--- config.mk ---
export PLATFORM = sky130hd
export DESIGN_NAME = host_bus_front
export DESIGN_NICKNAME = d
export VERILOG_FILES = /design/src/rtl/hbf_pkg.sv /design/src/rtl/hbf_sync.sv /design/src/rtl/hbf_serial.sv /design/src/rtl/hbf_parallel.sv /design/src/rtl/host_bus_front.sv
export SDC_FILE = /design/constraint.sdc
export NUM_CORES = 1
export LEC_CHECK = 0
export CAP_MARGIN = 15
export CORE_ASPECT_RATIO = 1.25
export CORE_MARGIN = 4
export CORE_UTILIZATION = 36
export CTS_BUF_LIST = sky130_fd_sc_hd__clkbuf_16
export DETAILED_ROUTE_END_ITERATION = 10
export PLACE_DENSITY = 0.57
export SLEW_MARGIN = 5
export SYNTH_ARGS = -nofsm -noshare
export SYNTH_HDL_FRONTEND = slang
export SYNTH_SLANG_ARGS = --single-unit
--- constraint.sdc ---
create_clock -name clk -period 2 [get_ports clk]
set_clock_uncertainty 0.2 [all_clocks]
set_input_delay 0.2 -clock clk [delete_from_list [all_inputs] [get_ports clk]]
set_output_delay 0.2 -clock clk [all_outputs]
set_load 0.005 [all_outputs]
--- src/rtl/hbf_pkg.sv ---
package hbf_pkg;
  localparam int BYTE_W   = 8;
  localparam int NIB_W    = BYTE_W / 2;
  localparam int SDI_BIT  = 7;
  localparam int SCLK_BIT = 6;

  typedef enum logic {STYLE_ENABLE = 1'b0, STYLE_STROBE = 1'b1} bus_style_e;

  typedef struct packed {
    logic              host_rst;
    logic              par_sel;
    logic              wide;
    logic              cs_n;
    logic              rs;
    logic              strobe;
    logic [BYTE_W-1:0] data;
  } host_in_t;

  localparam int HOST_W = $bits(host_in_t);
endpackage

--- src/rtl/hbf_sync.sv ---
module hbf_sync #(
  parameter int W      = 8,
  parameter int STAGES = 2
) (
  input  logic         clk,
  input  logic         rst_n,
  input  logic [W-1:0] d,
  output logic [W-1:0] q
);
  genvar g;
  for (g = 0; g < STAGES; g++) begin : g_stage
    logic [W-1:0] r;
    if (g == 0) begin : g_first
      always_ff @(posedge clk or negedge rst_n)
        if (!rst_n) r <= '0;
        else        r <= d;
    end else begin : g_next
      always_ff @(posedge clk or negedge rst_n)
        if (!rst_n) r <= '0;
        else        r <= g_stage[g-1].r;
    end
  end
  assign q = g_stage[STAGES-1].r;
endmodule

--- src/rtl/hbf_serial.sv ---
module hbf_serial
  import hbf_pkg::*;
#(
  parameter int CW = $clog2(BYTE_W)
) (
  input  logic              clk,
  input  logic              rst_n,
  input  logic              clr,
  input  logic              shift,
  input  logic              sdi,
  input  logic              rs,
  output logic              fire,
  output logic [BYTE_W-1:0] byte_o,
  output logic              flag_o,
  output logic [CW-1:0]     cnt_o
);
  localparam logic [CW-1:0] LAST = CW'(BYTE_W - 1);

  logic [BYTE_W-1:0] shreg;
  logic [CW-1:0]     cnt;

  assign byte_o = {shreg[BYTE_W-2:0], sdi};
  assign flag_o = rs;
  assign fire   = shift && (cnt == LAST);
  assign cnt_o  = cnt;

  always_ff @(posedge clk or negedge rst_n) begin
    if (!rst_n) begin
      shreg <= '0;
      cnt   <= '0;
    end else if (clr) begin
      cnt   <= '0;
    end else if (shift) begin
      shreg <= byte_o;
      cnt   <= fire ? '0 : cnt + 1'b1;
    end
  end
endmodule

--- src/rtl/hbf_parallel.sv ---
module hbf_parallel
  import hbf_pkg::*;
(
  input  logic              clk,
  input  logic              rst_n,
  input  logic              clr,
  input  logic              evt,
  input  logic              wide,
  input  logic [BYTE_W-1:0] data,
  input  logic              rs,
  output logic              fire,
  output logic [BYTE_W-1:0] byte_o,
  output logic              flag_o,
  output logic              phase_o
);
  logic              phase;
  logic [NIB_W-1:0]  hi_nib;
  logic [NIB_W-1:0]  nib;

  assign nib     = data[BYTE_W-1 -: NIB_W];
  assign fire    = evt && (wide || phase);
  assign byte_o  = wide ? data : {hi_nib, nib};
  assign flag_o  = rs;
  assign phase_o = phase;

  always_ff @(posedge clk or negedge rst_n) begin
    if (!rst_n) begin
      phase  <= 1'b0;
      hi_nib <= '0;
    end else if (clr) begin
      phase  <= 1'b0;
    end else if (evt && !wide) begin
      if (!phase) begin
        hi_nib <= nib;
        phase  <= 1'b1;
      end else begin
        phase  <= 1'b0;
      end
    end
  end
endmodule

--- src/rtl/host_bus_front.sv ---
module host_bus_front
  import hbf_pkg::*;
#(
  parameter int SYNC_STAGES = 2
) (
  input  logic              clk,
  input  logic              rst_n,
  input  logic              hst_reset_i,
  input  logic              par_sel_i,
  input  logic              wide_i,
  input  logic              cs_n_i,
  input  logic              rs_i,
  input  logic              wr_i,
  input  logic [BYTE_W-1:0] bus_i,
  output logic              out_valid_o,
  output logic [BYTE_W-1:0] out_byte_o,
  output logic              out_is_data_o
);
  localparam int CW = $clog2(BYTE_W);

  host_in_t   raw, syn;
  logic       prv_rst, prv_sclk, prv_strb;
  bus_style_e style_q;

  assign raw = '{host_rst: hst_reset_i, par_sel: par_sel_i, wide: wide_i,
                 cs_n: cs_n_i, rs: rs_i, strobe: wr_i, data: bus_i};

  hbf_sync #(.W(HOST_W), .STAGES(SYNC_STAGES)) u_sync (
    .clk(clk), .rst_n(rst_n), .d(raw), .q(syn)
  );

  always_ff @(posedge clk or negedge rst_n) begin
    if (!rst_n) begin
      prv_rst  <= 1'b0;
      prv_sclk <= 1'b0;
      prv_strb <= 1'b0;
    end else begin
      prv_rst  <= syn.host_rst;
      prv_sclk <= syn.data[SCLK_BIT];
      prv_strb <= syn.strobe;
    end
  end

  logic rst_evt, clr, active, sclk_rise, strb_rise, strb_fall, cap_edge;
  assign rst_evt   = syn.host_rst ^ prv_rst;
  assign clr       = rst_evt || syn.cs_n;
  assign active    = !clr;
  assign sclk_rise = syn.data[SCLK_BIT] && !prv_sclk;
  assign strb_rise = syn.strobe && !prv_strb;
  assign strb_fall = !syn.strobe && prv_strb;
  assign cap_edge  = (style_q == STYLE_STROBE) ? strb_rise : strb_fall;

  always_ff @(posedge clk or negedge rst_n)
    if (!rst_n)       style_q <= STYLE_ENABLE;
    else if (rst_evt) style_q <= bus_style_e'(syn.host_rst);

  logic              ser_fire, par_fire, ser_flag, par_flag, par_phase;
  logic [BYTE_W-1:0] ser_byte, par_byte;
  logic [CW-1:0]     ser_cnt;

  hbf_serial #(.CW(CW)) u_serial (
    .clk(clk), .rst_n(rst_n), .clr(clr),
    .shift(active && !syn.par_sel && sclk_rise),
    .sdi(syn.data[SDI_BIT]), .rs(syn.rs),
    .fire(ser_fire), .byte_o(ser_byte), .flag_o(ser_flag), .cnt_o(ser_cnt)
  );

  hbf_parallel u_parallel (
    .clk(clk), .rst_n(rst_n), .clr(clr),
    .evt(active && syn.par_sel && cap_edge),
    .wide(syn.wide), .data(syn.data), .rs(syn.rs),
    .fire(par_fire), .byte_o(par_byte), .flag_o(par_flag), .phase_o(par_phase)
  );

  always_ff @(posedge clk or negedge rst_n) begin
    if (!rst_n) begin
      out_valid_o   <= 1'b0;
      out_byte_o    <= '0;
      out_is_data_o <= 1'b0;
    end else begin
      out_valid_o <= ser_fire || par_fire;
      if (ser_fire) begin
        out_byte_o    <= ser_byte;
        out_is_data_o <= ser_flag;
      end else if (par_fire) begin
        out_byte_o    <= par_byte;
        out_is_data_o <= par_flag;
      end
    end
  end
endmodule

==> PnR_summary.wiki <==
{| class="wikitable"
! Metric !! Value
|-
| Number of nets in the layout || 193
|-
| Layout Area Growth over Synthesis || 31.15%
|-
| Dominant register cell in the synthesized netlist || dfrtp_1
|-
| Wire per inst || 14.23 microns
|-
| Setup violators final || 0
|-
| Reg2Reg Depth || 5
|-
| Relative slew slack || 0.5940
|-
| Cell repeated most along the worst path || ha_1
|-
| Fraction of met3 tracks used by global routing || 0.04886
|-
| Chip width || 75.67 microns
|-
| Crit path launch type || flip-flop
|-
| Effective utilization at floorplan || 0.3760
|-
| All-Layer GR Usage || 0.1183
|-
| Die height || 92.59 microns
|-
| Layer carrying the most global-route usage || met2
|-
| Total length of routed wires || 3459 microns
|-
| TritonRoute pass-1 iters || 4
|-
| Maximum clock insertion buffer count || 2
|-
| Start point of the critical path || u_serial.cnt_o[0]
|-
| Die area || 7006 sq um
|-
| Synth top cells by count || 57 x dfrtp_1, 12 x mux2_2, 7 x mux2i_1, 7 x nand2_1
|-
| Fraction of power consumed by combinational cells || 0.118
|-
| Most frequent cell after synthesis || dfrtp_1
|-
| Post-route standard cell area excluding fillers || 2703 sq um
|-
| Max FO, Critical Path || 7
|-
| Area share of the largest cell type after synthesis || 0.6922
|-
| Setup total negative slack || 0 ps
|-
| Number of antenna violations at the first check in global routing || 0
|-
| Fill cell count || 471
|-
| Family with the most delay on the worst path || adder cells
|-
| Maximum single-stage delay on the critical path || 390 ps
|-
| Total nets after synthesis || 151
|-
| Insertion delay of the later-clocked pin in the worst-skew pair || 320 ps
|-
| Share of final-layout standard cells stronger than drive strength 1 || 0.2570
|-
| Area contributors post-synth || dfrtp_1 69%, mux2_2 6.6%, mux2i_1 3.4%, o221a_2 2.2%, nand2_1 1.3%
|-
| Clock network fraction of design power || 0.424
|-
| CTS root buffer || clkbuf_16
|-
| Largest vdd supply drop || 624.6 uV
|-
| Status || finished, final reports clean
|-
| Number of buffers inserted during clock tree synthesis || 9
|-
| HPWL after detailed placement || 2551 microns
|-
| Synthesis Warnings || 0
|-
| Achievable Freq || 532.0 MHz
|-
| Sequential area share after synthesis || 0.6922
|-
| Launch instance of the worst min-delay path || bus_i[5]
|-
| Post-layout min period || 1880 ps
|-
| Number of rows in the core area || 30
|-
| Critical Path Slowest Stage Cell || dfrtp_1
|-
| Post-CTS setup buffers || 0
|-
| Total congestion overflow after global routing || 0
|-
| Final weighted congestion in routability-driven placement || 0.7076
|-
| Number of levels the H-tree was split into || 3
|-
| Internal power component || 2337 uW
|-
| Tightest Hold Check Type || in -> reg
|-
| Reported leakage power || 0.001215 uW
|-
| Port Buf Inserts || 25
|-
| Number of standard cells in the final layout excluding fillers || 243
|-
| Number of diodes added for antenna fixing || 0
|-
| Reg-to-reg critical path startpoint || u_serial.cnt_o[0]
|-
| PD cells || 1108 nW/um^2
|-
| Maximum number of pins on one net before global-route repair || 27
|-
| Number of flip-flops and latches in the synthesized netlist || 57
|-
| Max-cap violations || 0
|-
| Cells after synthesis || 133
|-
| Clock tree from TritonCTS || done
|-
| Number of cells on the critical path || 5
|-
| Share of the clock period used by the worst path || 0.9399
|-
| Transition time at the pin with the least slew margin || 609.0 ps
|-
| Number of top-level pins || 26
|-
| Library cell with the largest summed area after synthesis || dfrtp_1
|-
| RSZ-0062 raised after global routing || no
|-
| Met1 routing resource usage after global routing || 0.1376
|-
| Sw frac || 0.2194
|-
| Wire length of the first global-routing pass || 5975 microns
|-
| Slew Viols, Final || 0
|-
| Average cell area after synthesis || 15.49 sq um
|-
| Number of global-route vias before repair || 1293
|-
| Signal arrival time at the worst endpoint || 1880 ps
|-
| Crit path setup slack, layout || 120.3 ps
|-
| # clock sinks || 57
|-
| Kind of end point of the critical path || flip-flop
|-
| Number of distinct library cells after synthesis || 34
|-
| P_sw || 656.9 uW
|-
| Post-synth EDFFs || 0
|-
| Count of endpoints failing hold in the final timing report || 0
|-
| Hold Path Cell Cnt || 1
|-
| CP Buf/Inv Count || 0
|-
| Number of vias per cell after detailed routing || 4.914
|-
| Overall Power || 2994 uW
|-
| DRC violation total after the first TritonRoute iteration || 74
|-
| Post-detailed-route count of antenna-violating nets || 0
|-
| Core box area || 5480 sq um
|-
| Chain of cells forming the critical path || ha_1 > ha_1 > and2_1 > o21a_2 > mux2_4
|-
| FFs w/ async S/R, synth || 1.000
|-
| Placed cell area || 2437 sq um
|-
| Netlist Area Pre-Place || 2061 sq um
|-
| Post-placement cell count || 227
|-
| Vias || 1194
|-
| Data required, critical path || 2000 ps
|-
| Number of remaining DRC errors || 0
|-
| WS Path Type || reg -> reg
|-
| Met2 capacity usage during global routing || 0.1787
|-
| Setup Slack @ Placement || 79.53 ps
|-
| Fraction of power consumed by sequential logic || 0.458
|-
| Clock input transition at the sequential cells of the worst setup and hold paths || 50 ps
|}
[area by class of cell]
class                           count  area (sq um)  share of cell area
Multi-Input combinational cell     71         606.8              0.2245
Clock buffer                        9         225.2             0.08333
Clock inverter                      6         28.78             0.01065
Inverter                            2         7.507            0.002778
Timing Repair Buffer               34         327.8              0.1213
Tap cell                           64         80.08             0.02963
Sequential cell                    57          1426              0.5278
[placed cells by master, fill, tap and decap left out, types with 2 or more instances in the layout]
cell type        Yosys  routed
clkbuf_16            0       9
nand2_1              7       7
clkinv_2             0       2
mux2i_1              7       7
a21oi_1              4       4
ha_1                 2       2
buf_4                0       7
nor2_1               3       3
or2_2                2       2
nand3_1              4       4
inv_1                2       4
clkdlybuf4s50_1      0      24
o2bb2ai_1            3       3
dfrtp_1             57      57
nand3b_1             2       2
mux2_2              12      12
o221a_2              4       4
a2bb2oi_1            3       3
[state kept, by name, summed over array words and instances, names as in the netlist]
name / flops
u_sync.g_stage.r: 14
u_parallel.phase_o: 1
out_is_data_o: 1
out_valid_o: 1
prv_rst: 1
prv_strb: 1
u_serial.shreg: 7
out_byte_o: 8
prv_sclk: 1
u_serial.cnt_o: 3
u_parallel.hi_nib: 4
u_sync.q: 14
style_q: 1
[logic make-up after synthesis]
group,synth area share
AO/OA/AOI/OAI,0.08015
XOR/XNOR,0.008502
adder cells (fa/ha/maj),0.01700
buffers and inverters,0.01397
flip-flops,0.6922
multiplexers,0.1069
AND/OR/NAND/NOR,0.08136
[power groups by stage]
stage | Combinational (uW) | Clock, uW | Sequential (uW)
after floorplan | 148 | 0 | 1370
after global placement | 354 | 0 | 1380
after detailed placement | 362 | 0 | 1390
after CTS | 364 | 1310 | 1370
after global routing | 392 | 1360 | 1390
final | 355 | 1270 | 1370
[through the flow]
step           utilization  hold WS [ps]
3_3_place_gp        0.4447         35.13
2_1_floorplan            -        -295.6
4_1_cts             0.4929         108.7
6_report            0.4932         118.6
5_1_grt             0.4932         111.0
3_5_place_dp        0.4447         53.19
[routing by layer]
| layer | share of wire | vias up |
|---|---|---|
| met4 | 0.027 | 0 |
| met3 | 0.054 | 11 |
| li1 | - | 563 |
| met5 | 0 | - |
| met1 | 0.42 | 595 |
| met2 | 0.50 | 25 |
[final timing paths]
kind,slack [ps],endpoint
worst min register to register,140,u_sync.q[3]
min in group asynchronous,230,out_byte_o[1]
max in group asynchronous,820,u_sync.q[13]
worst min-delay path,120,u_sync.g_stage[0].r[5]
worst max register to register,120,out_is_data_o
worst max-delay path,120,out_is_data_o
[repair_timing]
| item | CTS | global route |
|---|---|---|
| hold endpoints to repair | 24 | 0 |
| endpoints found under the setup margin | 0 | 1 |
| resized for setup | 0 | 1 |
| hold buffers | 1 | 0 |
Note: power is estimated with default switching activity, not from simulation.
